`src/rtl/trm_pkg.sv`:
```
package trm_pkg;
  typedef enum logic [1:0] {
    TON_NOM     = 2'd0,
    TON_STRETCH = 2'd1,
    TON_SHRINK  = 2'd2
  } ton_sel_e;

  typedef enum logic [1:0] {
    FRQ_FREE = 2'd0,
    FRQ_MAX  = 2'd1,
    FRQ_MIN  = 2'd2
  } frq_ovr_e;

  // comparator slots; bit set in LVL_ABOVE means "hit when sample is above"
  localparam int unsigned LVL_N       = 5;
  localparam int unsigned IDX_LO_TRIG = 0;
  localparam int unsigned IDX_LO_REC  = 1;
  localparam int unsigned IDX_HI_TRIG = 2;
  localparam int unsigned IDX_HI_REC  = 3;
  localparam int unsigned IDX_START   = 4;
  localparam logic [LVL_N-1:0] LVL_ABOVE = 5'b10110;
endpackage

```
`src/rtl/trm_cmp_bank.sv`:
```
module trm_cmp_bank #(
  parameter int unsigned W = 10,
  parameter int unsigned N = 5,
  parameter logic [N-1:0] ABOVE = '0
) (
  input  logic [W-1:0]        fb_i,
  input  logic [N-1:0][W-1:0] lvl_i,
  output logic [N-1:0]        hit_o
);
  for (genvar i = 0; i < N; i++) begin : g_cmp
    if (ABOVE[i]) begin : g_gt
      assign hit_o[i] = fb_i > lvl_i[i];
    end else begin : g_lt
      assign hit_o[i] = fb_i < lvl_i[i];
    end
  end
endmodule

```
`src/rtl/trm_start_gate.sv`:
```
module trm_start_gate (
  input  logic clk_i,
  input  logic rst_ni,
  input  logic strobe_i,
  input  logic cross_i,
  output logic armed_o
);
  logic armed_q;

  always_ff @(posedge clk_i or negedge rst_ni) begin
    if (!rst_ni)                 armed_q <= 1'b0;
    else if (strobe_i && cross_i) armed_q <= 1'b1;
  end

  assign armed_o = armed_q;

  assert_sticky_arm_R2: assert property (@(posedge clk_i) disable iff (!rst_ni)
    armed_q |=> armed_q);
endmodule

```
`src/rtl/trm_excursion.sv`:
```
module trm_excursion (
  input  logic clk_i,
  input  logic rst_ni,
  input  logic step_i,
  input  logic set_i,
  input  logic clr_i,
  input  logic kill_i,
  output logic active_o,
  output logic next_o
);
  logic active_q;

  always_comb begin
    if (!step_i)      next_o = active_q;
    else if (kill_i)  next_o = 1'b0;
    else if (active_q) next_o = !clr_i;
    else              next_o = set_i;
  end

  always_ff @(posedge clk_i or negedge rst_ni) begin
    if (!rst_ni) active_q <= 1'b0;
    else         active_q <= next_o;
  end

  assign active_o = active_q;

  // hysteresis: without a recovery hit or an override, an active excursion persists
  assert_hyst_hold_R5: assert property (@(posedge clk_i) disable iff (!rst_ni)
    (active_q && !kill_i && !(step_i && clr_i)) |=> active_q);
endmodule

```
`src/rtl/trm_out_stage.sv`:
```
module trm_out_stage
  import trm_pkg::*;
(
  input  logic     clk_i,
  input  logic     rst_ni,
  input  logic     step_i,
  input  logic     boost_i,
  input  logic     cut_i,
  output ton_sel_e ton_sel_o,
  output frq_ovr_e frq_ovr_o
);
  ton_sel_e ton_q;
  frq_ovr_e frq_q;
  ton_sel_e ton_d;
  frq_ovr_e frq_d;

  always_comb begin
    ton_d = TON_NOM;
    frq_d = FRQ_FREE;
    if (cut_i) begin
      ton_d = TON_SHRINK;
      frq_d = FRQ_MIN;
    end else if (boost_i) begin
      ton_d = TON_STRETCH;
      frq_d = FRQ_MAX;
    end
  end

  always_ff @(posedge clk_i or negedge rst_ni) begin
    if (!rst_ni) begin
      ton_q <= TON_NOM;
      frq_q <= FRQ_FREE;
    end else if (step_i) begin
      ton_q <= ton_d;
      frq_q <= frq_d;
    end
  end

  assign ton_sel_o = ton_q;
  assign frq_ovr_o = frq_q;

  assert_strobe_only_R9: assert property (@(posedge clk_i) disable iff (!rst_ni)
    !step_i |=> ($stable(ton_q) && $stable(frq_q)));
endmodule

```
`src/rtl/trm_ctrl.sv`:
```
module trm_ctrl
  import trm_pkg::*;
#(
  parameter int unsigned FB_W = 10
) (
  input  logic            clk_i,
  input  logic            rst_ni,
  input  logic            smp_stb_i,
  input  logic [FB_W-1:0] fb_i,
  input  logic [FB_W-1:0] lvl_low_trig_i,
  input  logic [FB_W-1:0] lvl_low_rec_i,
  input  logic [FB_W-1:0] lvl_high_trig_i,
  input  logic [FB_W-1:0] lvl_high_rec_i,
  input  logic [FB_W-1:0] lvl_start_i,
  output logic [1:0]      ton_sel_o,
  output logic [1:0]      frq_ovr_o,
  output logic            armed_o
);
  logic [LVL_N-1:0][FB_W-1:0] lvl;
  logic [LVL_N-1:0]           hit;
  logic armed, step;
  logic boost_q, boost_n, cut_q, cut_n;
  ton_sel_e ton_sel;
  frq_ovr_e frq_ovr;

  always_comb begin
    lvl              = '0;
    lvl[IDX_LO_TRIG] = lvl_low_trig_i;
    lvl[IDX_LO_REC]  = lvl_low_rec_i;
    lvl[IDX_HI_TRIG] = lvl_high_trig_i;
    lvl[IDX_HI_REC]  = lvl_high_rec_i;
    lvl[IDX_START]   = lvl_start_i;
  end

  trm_cmp_bank #(.W(FB_W), .N(LVL_N), .ABOVE(LVL_ABOVE)) u_cmp (
    .fb_i (fb_i),
    .lvl_i(lvl),
    .hit_o(hit)
  );

  trm_start_gate u_gate (
    .clk_i   (clk_i),
    .rst_ni  (rst_ni),
    .strobe_i(smp_stb_i),
    .cross_i (hit[IDX_START]),
    .armed_o (armed)
  );

  // detection uses the arm state held before this strobe
  assign step = smp_stb_i && armed;

  trm_excursion u_cut (
    .clk_i   (clk_i),
    .rst_ni  (rst_ni),
    .step_i  (step),
    .set_i   (hit[IDX_HI_TRIG]),
    .clr_i   (hit[IDX_HI_REC]),
    .kill_i  (1'b0),
    .active_o(cut_q),
    .next_o  (cut_n)
  );

  // surge wins: sag state is cleared whenever cut-back is (or becomes) active
  trm_excursion u_boost (
    .clk_i   (clk_i),
    .rst_ni  (rst_ni),
    .step_i  (step),
    .set_i   (hit[IDX_LO_TRIG]),
    .clr_i   (hit[IDX_LO_REC]),
    .kill_i  (cut_n),
    .active_o(boost_q),
    .next_o  (boost_n)
  );

  trm_out_stage u_out (
    .clk_i    (clk_i),
    .rst_ni   (rst_ni),
    .step_i   (smp_stb_i),
    .boost_i  (boost_n),
    .cut_i    (cut_n),
    .ton_sel_o(ton_sel),
    .frq_ovr_o(frq_ovr)
  );

  assign ton_sel_o = ton_sel;
  assign frq_ovr_o = frq_ovr;
  assign armed_o   = armed;

  assert_mode_excl_R8: assert property (@(posedge clk_i) disable iff (!rst_ni)
    !(boost_q && cut_q));

  assert_surge_wins_R8: assert property (@(posedge clk_i) disable iff (!rst_ni)
    (smp_stb_i && armed && hit[IDX_HI_TRIG]) |=> (ton_sel_o == TON_SHRINK && frq_ovr_o == FRQ_MIN));

  assert_idle_unarmed_R3: assert property (@(posedge clk_i) disable iff (!rst_ni)
    !armed |-> (ton_sel_o == TON_NOM && frq_ovr_o == FRQ_FREE));

  assert_sag_enter_R4: assert property (@(posedge clk_i) disable iff (!rst_ni)
    (smp_stb_i && armed && !boost_q && !cut_q && hit[IDX_LO_TRIG] && !hit[IDX_HI_TRIG])
      |=> (ton_sel_o == TON_STRETCH && frq_ovr_o == FRQ_MAX));
endmodule

```
`config.mk`:
```
export PLATFORM = sky130hd
export DESIGN_NAME = trm_ctrl
export DESIGN_NICKNAME = d
export VERILOG_FILES = /design/src/rtl/trm_pkg.sv /design/src/rtl/trm_cmp_bank.sv /design/src/rtl/trm_start_gate.sv /design/src/rtl/trm_excursion.sv /design/src/rtl/trm_out_stage.sv /design/src/rtl/trm_ctrl.sv
export SDC_FILE = /design/constraint.sdc
export NUM_CORES = 1
export LEC_CHECK = 0
export BUFFER_PORTS_ARGS = -buffer_cell sky130_fd_sc_hd__buf_2
export CAP_MARGIN = 30
export CORE_UTILIZATION = 30
export DETAILED_ROUTE_END_ITERATION = 6
export GPL_TIMING_DRIVEN = 0
export REMOVE_ABC_BUFFERS = 1
export SLEW_MARGIN = 25
export SYNTH_ARGS = -nofsm -noshare
export SYNTH_HDL_FRONTEND = slang
export SYNTH_SLANG_ARGS = --single-unit
```
`constraint.sdc`:
```
create_clock -name clk_i -period 2.2 [get_ports clk_i]
set_input_delay 0.11 -clock clk_i [delete_from_list [all_inputs] [get_ports clk_i]]
set_output_delay 0.11 -clock clk_i [all_outputs]
set_load 0.01 [all_outputs]
```
==> results of run 1 <==
## state kept, by name, indices dropped and copies added, names as in the netlist
signal            cells
u_boost.active_o      1
u_out.ton_sel_o       2
u_gate.armed_o        1
u_cut.active_o        1
## worst reg2reg max path, cell delays in order (launching register included)
cell and delay [ns]:
dfrtp_1 0.42, nand2_1 0.16, a2111oi_2 0.30, o21a_1 0.18
mux2i_2 0.11, mux2_2 0.29
## cell usage in the layout, fill, tap and decap left out, drive strengths merged, types with 4 or more instances in the layout
| master | count |
|---|---|
| a21o | 4 |
| buf | 67 |
| ha | 48 |
| nand3 | 4 |
| nor2 | 7 |
| a21oi | 13 |
| dfrtp | 5 |
| o21ai | 8 |
| a31oi | 4 |
| nand2 | 6 |
| nand4 | 6 |
| clkbuf | 4 |
| inv | 49 |
## final cells by class
| class | count | area (um^2) | share of cell area, % |
|---|---|---|---|
| timing repair buffer | 68 | 345 | 18.2 |
| clock buffer | 4 | 45.0 | 2.38 |
| sequential | 5 | 125 | 6.61 |
| inverter | 49 | 184 | 9.71 |
| multi-input combinational | 128 | 1130 | 59.6 |
| tap | 52 | 65.1 | 3.43 |
## per-layer routing
metal  share of wire [%]  up-vias
met4                0.23        0
met5                   0        -
li1                    -      788
met1                  47      655
met2                  49       37
met3                 4.6        2
## through the flow
stage	instance area (um^2)	utilization, %
finish	1890	42.1
global placement	1840	40.8
CTS	1890	42.1
floorplan	1440	-
global route	1890	42.1
detailed placement	1840	40.8
## power by group through the flow
stage / combinational (uW) / sequential [uW] / clock [uW]
floorplan: 248 / 183 / 0
global placement: 424 / 167 / 0
detailed placement: 433 / 170 / 0
CTS: 437 / 169 / 174
global route: 489 / 176 / 181
finish: 428 / 168 / 174
## worst paths after layout
kind,start,end,slack (ns),depth (start not counted)
worst max-delay path,fb_i[8],u_out.ton_sel_o[1]$_DFFE_PN0P_,0.56,8
worst min-delay path,smp_stb_i,u_out.ton_sel_o[0]$_DFFE_PN0P_,0.15,2
worst max register to register,u_gate.armed_o$_DFFE_PN0P_,u_out.ton_sel_o[1]$_DFFE_PN0P_,0.63,5
worst min register to register,u_out.ton_sel_o[1]$_DFFE_PN0P_,u_out.ton_sel_o[1]$_DFFE_PN0P_,0.53,1
max in group asynchronous,rst_ni,u_gate.armed_o$_DFFE_PN0P_,1.81,2
min in group asynchronous,rst_ni,u_out.ton_sel_o[0]$_DFFE_PN0P_,0.24,2
## kinds of logic after synthesis
logic type | count (synthesis)
buf+inv | 51
fa+ha+maj | 48
compound gates | 45
simple gates | 33
flops | 5
mux | 2
==> run_results.csv, run 1 <==
group,metric,value,unit
sta,fmax,612,MHz
global_route,grt_max_degree,8,
cts,h-tree-depth,1,
logic_synthesis,ys_async_sr_fraction,100,%
min_path,hold_path_class,"in -> reg",
worst_setup_path,critPathTopFamily,"compound AO/OA/AOI/OAI gates",
logic_synthesis,yosys-top-cells-area,"ha_1 41%, inv_1 13%, dfrtp_1 8.6%",
drt,vias_per_cell,4.84,
power_and_ir_drop,clkPwrFrac,22.6,%
worst_setup_path,critPathMaxFanout,5,
worst_setup_path,crit_type,"in -> reg",
placement,dp.final_hpwl,3120,um
finish,area_delta_synth_final,30.3,%
cts,cts.path.max_buffers,2,
cts,cts_setup_buffers,0,
sta,period_share,74.3,%
sta,tns,0,ns
logic_synthesis,synth_top_family_by_area,"adder cells",
drt,totalWireLength,3460,um
logic_synthesis,ys_ff_latch,5,
sta,rsz0062_at_grt,"no",
logic_synthesis,synthTopCellsByCount,"49 x inv_1, 48 x ha_1, 13 x a21oi_1",
global_route,grt_pass1_vias,1443,
logic_synthesis,synth_xor_area_share,0,%
worst_setup_path,crit_path_start_kind,"primary input",
global_route,grt_use_met1,18.9,%
logic_synthesis,synthAdderAreaFrac,41.3,%
logic_synthesis,yosys.area_share.simple,12.0,%
cts,cts.clk_slew.worst_paths,0.04,ns
logic_synthesis,ys.flop_type,"dfrtp_1",
finish,fill_cells,498,
finish,n_antenna_cell,0,
power_and_ir_drop,peakVddDrop,0.383,mV
logic_synthesis,synth.top_cell.area_share,41.3,%
logic_synthesis,synth.largest_area_cell,"ha_1",
cts,cts_hold_buf,1,
global_route,met3_usage,1.69,%
cts,postCtsResizedCells,0,
cts,cts_made_buffers,3,
logic_synthesis,synth.distinct_cells,35,
sta,layout_setup_ws,0.565,ns
logic_synthesis,yosys_warnings,0,
placement,gp_congestion,0.796,
global_route,grt-ovfl-total,0,
worst_setup_path,worst-path-buf-inv,1,
global_route,gr-usage-met2,25.3,%
worst_setup_path,cpMaxStageDelayCell,"ha_1",
placement,pre_cts_slack,0.317,ns
power_and_ir_drop,power.density,407,nW/um^2
finish,drive_gt1_share,30.3,%
placement,io_buffers,67,
drt,drtAntennaViolNets,0,
cts,cts_root_buffer,"clkbuf_8",
logic_synthesis,syn_avg_cell_area,7.90,um^2
global_route,busiest_layer,"met2",
global_route,grt_first_pass_wirelength,5930,um
power_and_ir_drop,switching_share,39.0,%
logic_synthesis,synth_compound_gate_area_share,22.6,%
logic_synthesis,ys_seq_area_share,8.61,%
finish,fin_cells,306,
sta,finalClockSkew,0.00473,ns
floorplan,die_area,5130,um^2
worst_setup_path,worstPathArrival,1.74,ns
logic_synthesis,muxShareOfSynthArea,1.72,%
floorplan,start_util,32.3,%
sta,setup_viol,0,
logic_synthesis,synth.most_common_cell,"inv_1",
placement,placedCellCount,301,
floorplan,die_x,71.6,um
cts,clkSinkCount,5,
floorplan,rows,24,
floorplan,io_pins,68,
worst_setup_path,cp_data_required_time,2.30,ns
floorplan,die_h,71.6,um
drt,drt_pass1_iterations,3,
worst_setup_path,critPathCaptureType,"flip-flop",
logic_synthesis,syn_inst,184,
sta,hold_violations,0,
floorplan,core_area,4500,um^2
worst_setup_path,critPathMaxStageDelay,0.34,ns
worst_setup_path,cp_cell_sequence,"buf_2 -> ha_1 -> a21oi_1 -> a21boi_1 -> a2111oi_2 -> o21a_1 -> mux2i_2 -> mux2_2",
finish,layout.nets,366,
global_route,track_usage,14.3,%
drt,dr.first_iter.drc_count,21,
sta,post-route-min-period,1.64,ns
power_and_ir_drop,power_leakage,0.00116,uW
power_and_ir_drop,p_sw,300,uW
power_and_ir_drop,total_power,770,uW
drt,vias,1482,
power_and_ir_drop,combPwrFrac,55.6,%
cts,cts_tree,"built",
cts,worst_skew_pair.late_latency,0.22,ns
global_route,antenna_found_initial,0,
drt,wire_per_inst,11.3,um
drt,drcViolationCount,0,
logic_synthesis,synth_edf_count,0,
sta,slew_violations,0,
job,maxCapViolCount,0,
run_status,status,"finished clean",
logic_synthesis,synth_area,1450,um^2
sta,holdWs,0.147,ns
power_and_ir_drop,seq_power_share,21.8,%
sta,tightest_slew,0.391,ns
sta,relSlewSlack,73.7,%
power_and_ir_drop,p_int,470,uW
No activity file was read; power rests on OpenSTA's default activity.
==> inputs of run 2 (changes only) <==
- clock period: 2.2 -> 1.4 ns (I/O delays scaled with it)
==> run 2 against run 1 <==
The flow now finishes with violations (negative setup slack). Via count up 3.4%. Clock skew hardly changed. Die area did not move. Total power is 86% higher. Core utilization up 9.8 points. Final cell count rose by 1.3%. Hold slack lost 0.00085 ns. Worst setup slack lost 0.58 ns. Sequential power is 61% higher. Count of clock-buffer cells in the layout unchanged.
==> run_results.csv, run 2 (synthesis results as in run 1) <==
group,metric,value,unit
finish,layout.nets,370,
drt,wire_per_inst,12.6,um
cts,h-tree-depth,1,
cts,clkSinkCount,5,
placement,gp_congestion,0.796,
finish,postLayoutCoreUtil,51.8,%
finish,drive_gt1_share,47.3,%
sta,tightest_slew,0.317,ns
floorplan,die_x,71.6,um
finish,fin_cells,310,
floorplan,io_pins,68,
worst_setup_path,crit_type,"in -> reg",
global_route,grt_pass1_vias,1513,
drt,dr.first_iter.drc_count,31,
sta,slew_violations,0,
cts,cts.path.max_buffers,2,
job,maxCapViolCount,0,
sta,period_share,101,%
floorplan,core_area,4500,um^2
worst_setup_path,critPathMaxFanout,5,
run_status,status,"complete, but fails checks",
finish,layout_common_cells,"54 x buf_2, 41 x inv_1, 31 x ha_1",
floorplan,rows,24,
finish,mostFrequentLayoutCell,"buf_2",
sta,hold_violations,0,
finish,n_antenna_cell,0,
cts,cts_made_buffers,3,
global_route,track_usage,15.9,%
drt,drt_pass1_iterations,4,
worst_setup_path,critPathCaptureType,"flip-flop",
sta,post-route-min-period,1.41,ns
sta,finalClockSkew,0.00452,ns
drt,drtAntennaViolNets,0,
power_and_ir_drop,peakVddDrop,0.593,mV
cts,cts_tree,"built",
placement,placedCellCount,301,
drt,vias_per_cell,4.95,
global_route,antenna_found_initial,0,
placement,io_buffers,67,
finish,area_delta_synth_final,60.6,%
cts,cts_root_buffer,"clkbuf_8",
sta,setup_viol,1,
worst_setup_path,crit_path_start_kind,"primary input",
run_status,failed_checks,"negative setup slack",
global_route,grt-ovfl-total,0,
drt,totalWireLength,3910,um
global_route,grt_max_degree,7,
power_and_ir_drop,power_leakage,0.00121,uW
finish,largest_register_ffs,2,
sta,holdWs,0.146,ns
sta,fmax,709,MHz
drt,drcViolationCount,0,
power_and_ir_drop,power.density,615,nW/um^2
cts,worst_skew_pair.late_latency,0.22,ns
sta,relSlewSlack,78.7,%
worst_setup_path,worstPathArrival,1.51,ns
floorplan,start_util,32.3,%
floorplan,die_h,71.6,um
min_path,hold_path_class,"in -> reg",
floorplan,die_area,5130,um^2
power_and_ir_drop,total_power,1440,uW
cts,cts.clk_slew.worst_paths,0.04,ns
sta,layout_setup_ws,-0.0107,ns
worst_setup_path,cp_data_required_time,1.50,ns
global_route,grt_first_pass_wirelength,6530,um
sta,rsz0062_at_grt,"yes",
drt,vias,1533,
placement,dp.final_hpwl,3120,um
-- run 2: final cells by class --
class	instances	area [um^2]
tap	52	65.1
sequential	5	126
inverter	49	191
multi-input combinational	128	1440
clock buffer	4	45.0
fill	454	2170
timing repair buffer	72	464
-- run 2: worst max-delay path: stages --
cell and delay [ns]:
buf_8 0.12, ha_4 0.22, and4_4 0.20, a2111oi_4 0.32
o21a_1 0.20, mux2i_4 0.10, mux2_4 0.27
-- run 2: through the flow --
| stage | setup WS [ns] | instance area (um^2) | TNS (ns) |
|---|---|---|---|
| floorplan | -0.156 | 1440 | -0.338 |
| global placement | -0.423 | 1840 | -1.35 |
| detailed placement | -0.443 | 1840 | -1.47 |
| CTS | -0.0123 | 2290 | -0.0123 |
| global route | -0.0610 | 2330 | -0.114 |
| finish | -0.0107 | 2330 | -0.0107 |
-- run 2: worst paths after layout --
kind / start / slack, ns / cells past startpoint / endpoint
min reg2reg: u_out.ton_sel_o[1]$_DFFE_PN0P_ / 0.53 / 1 / u_out.ton_sel_o[1]$_DFFE_PN0P_
max: fb_i[8] / -0.01 / 7 / u_out.ton_sel_o[1]$_DFFE_PN0P_
min in group asynchronous: rst_ni / 0.19 / 2 / u_out.ton_sel_o[0]$_DFFE_PN0P_
max in group asynchronous: rst_ni / 1.05 / 2 / u_gate.armed_o$_DFFE_PN0P_
min: smp_stb_i / 0.15 / 2 / u_out.ton_sel_o[0]$_DFFE_PN0P_
max reg2reg: u_gate.armed_o$_DFFE_PN0P_ / 0 / 5 / u_out.ton_sel_o[1]$_DFFE_PN0P_
-- run 2: timing repair --
| item | 4_1_cts | 5_1_grt |
|---|---|---|
| cloned | 0 | 0 |
| pin swaps | 21 | 11 |
| setup buffers | 2 | 2 |
| endpoints found under the setup margin | 4 | 3 |
| resized for setup | 66 | 8 |
| hold buffers | 1 | 0 |
| endpoints found under the hold margin | 5 | 0 |
-- run 2: where the power goes --
| part | internal [uW] | switching [uW] | total, uW |
|---|---|---|---|
| Combinational | 474 | 419 | 893 |
| Sequential | 210 | 60.8 | 271 |
| Clock | 196 | 75.7 | 272 |
-- run 2: per-layer routing --
metal,track usage [%],wire [um],up-vias
met5,0,0,-
met4,1.74,21,0
met3,1.55,151,4
met2,29.6,2000,37
met1,20.3,1730,698
li1,-,-,794
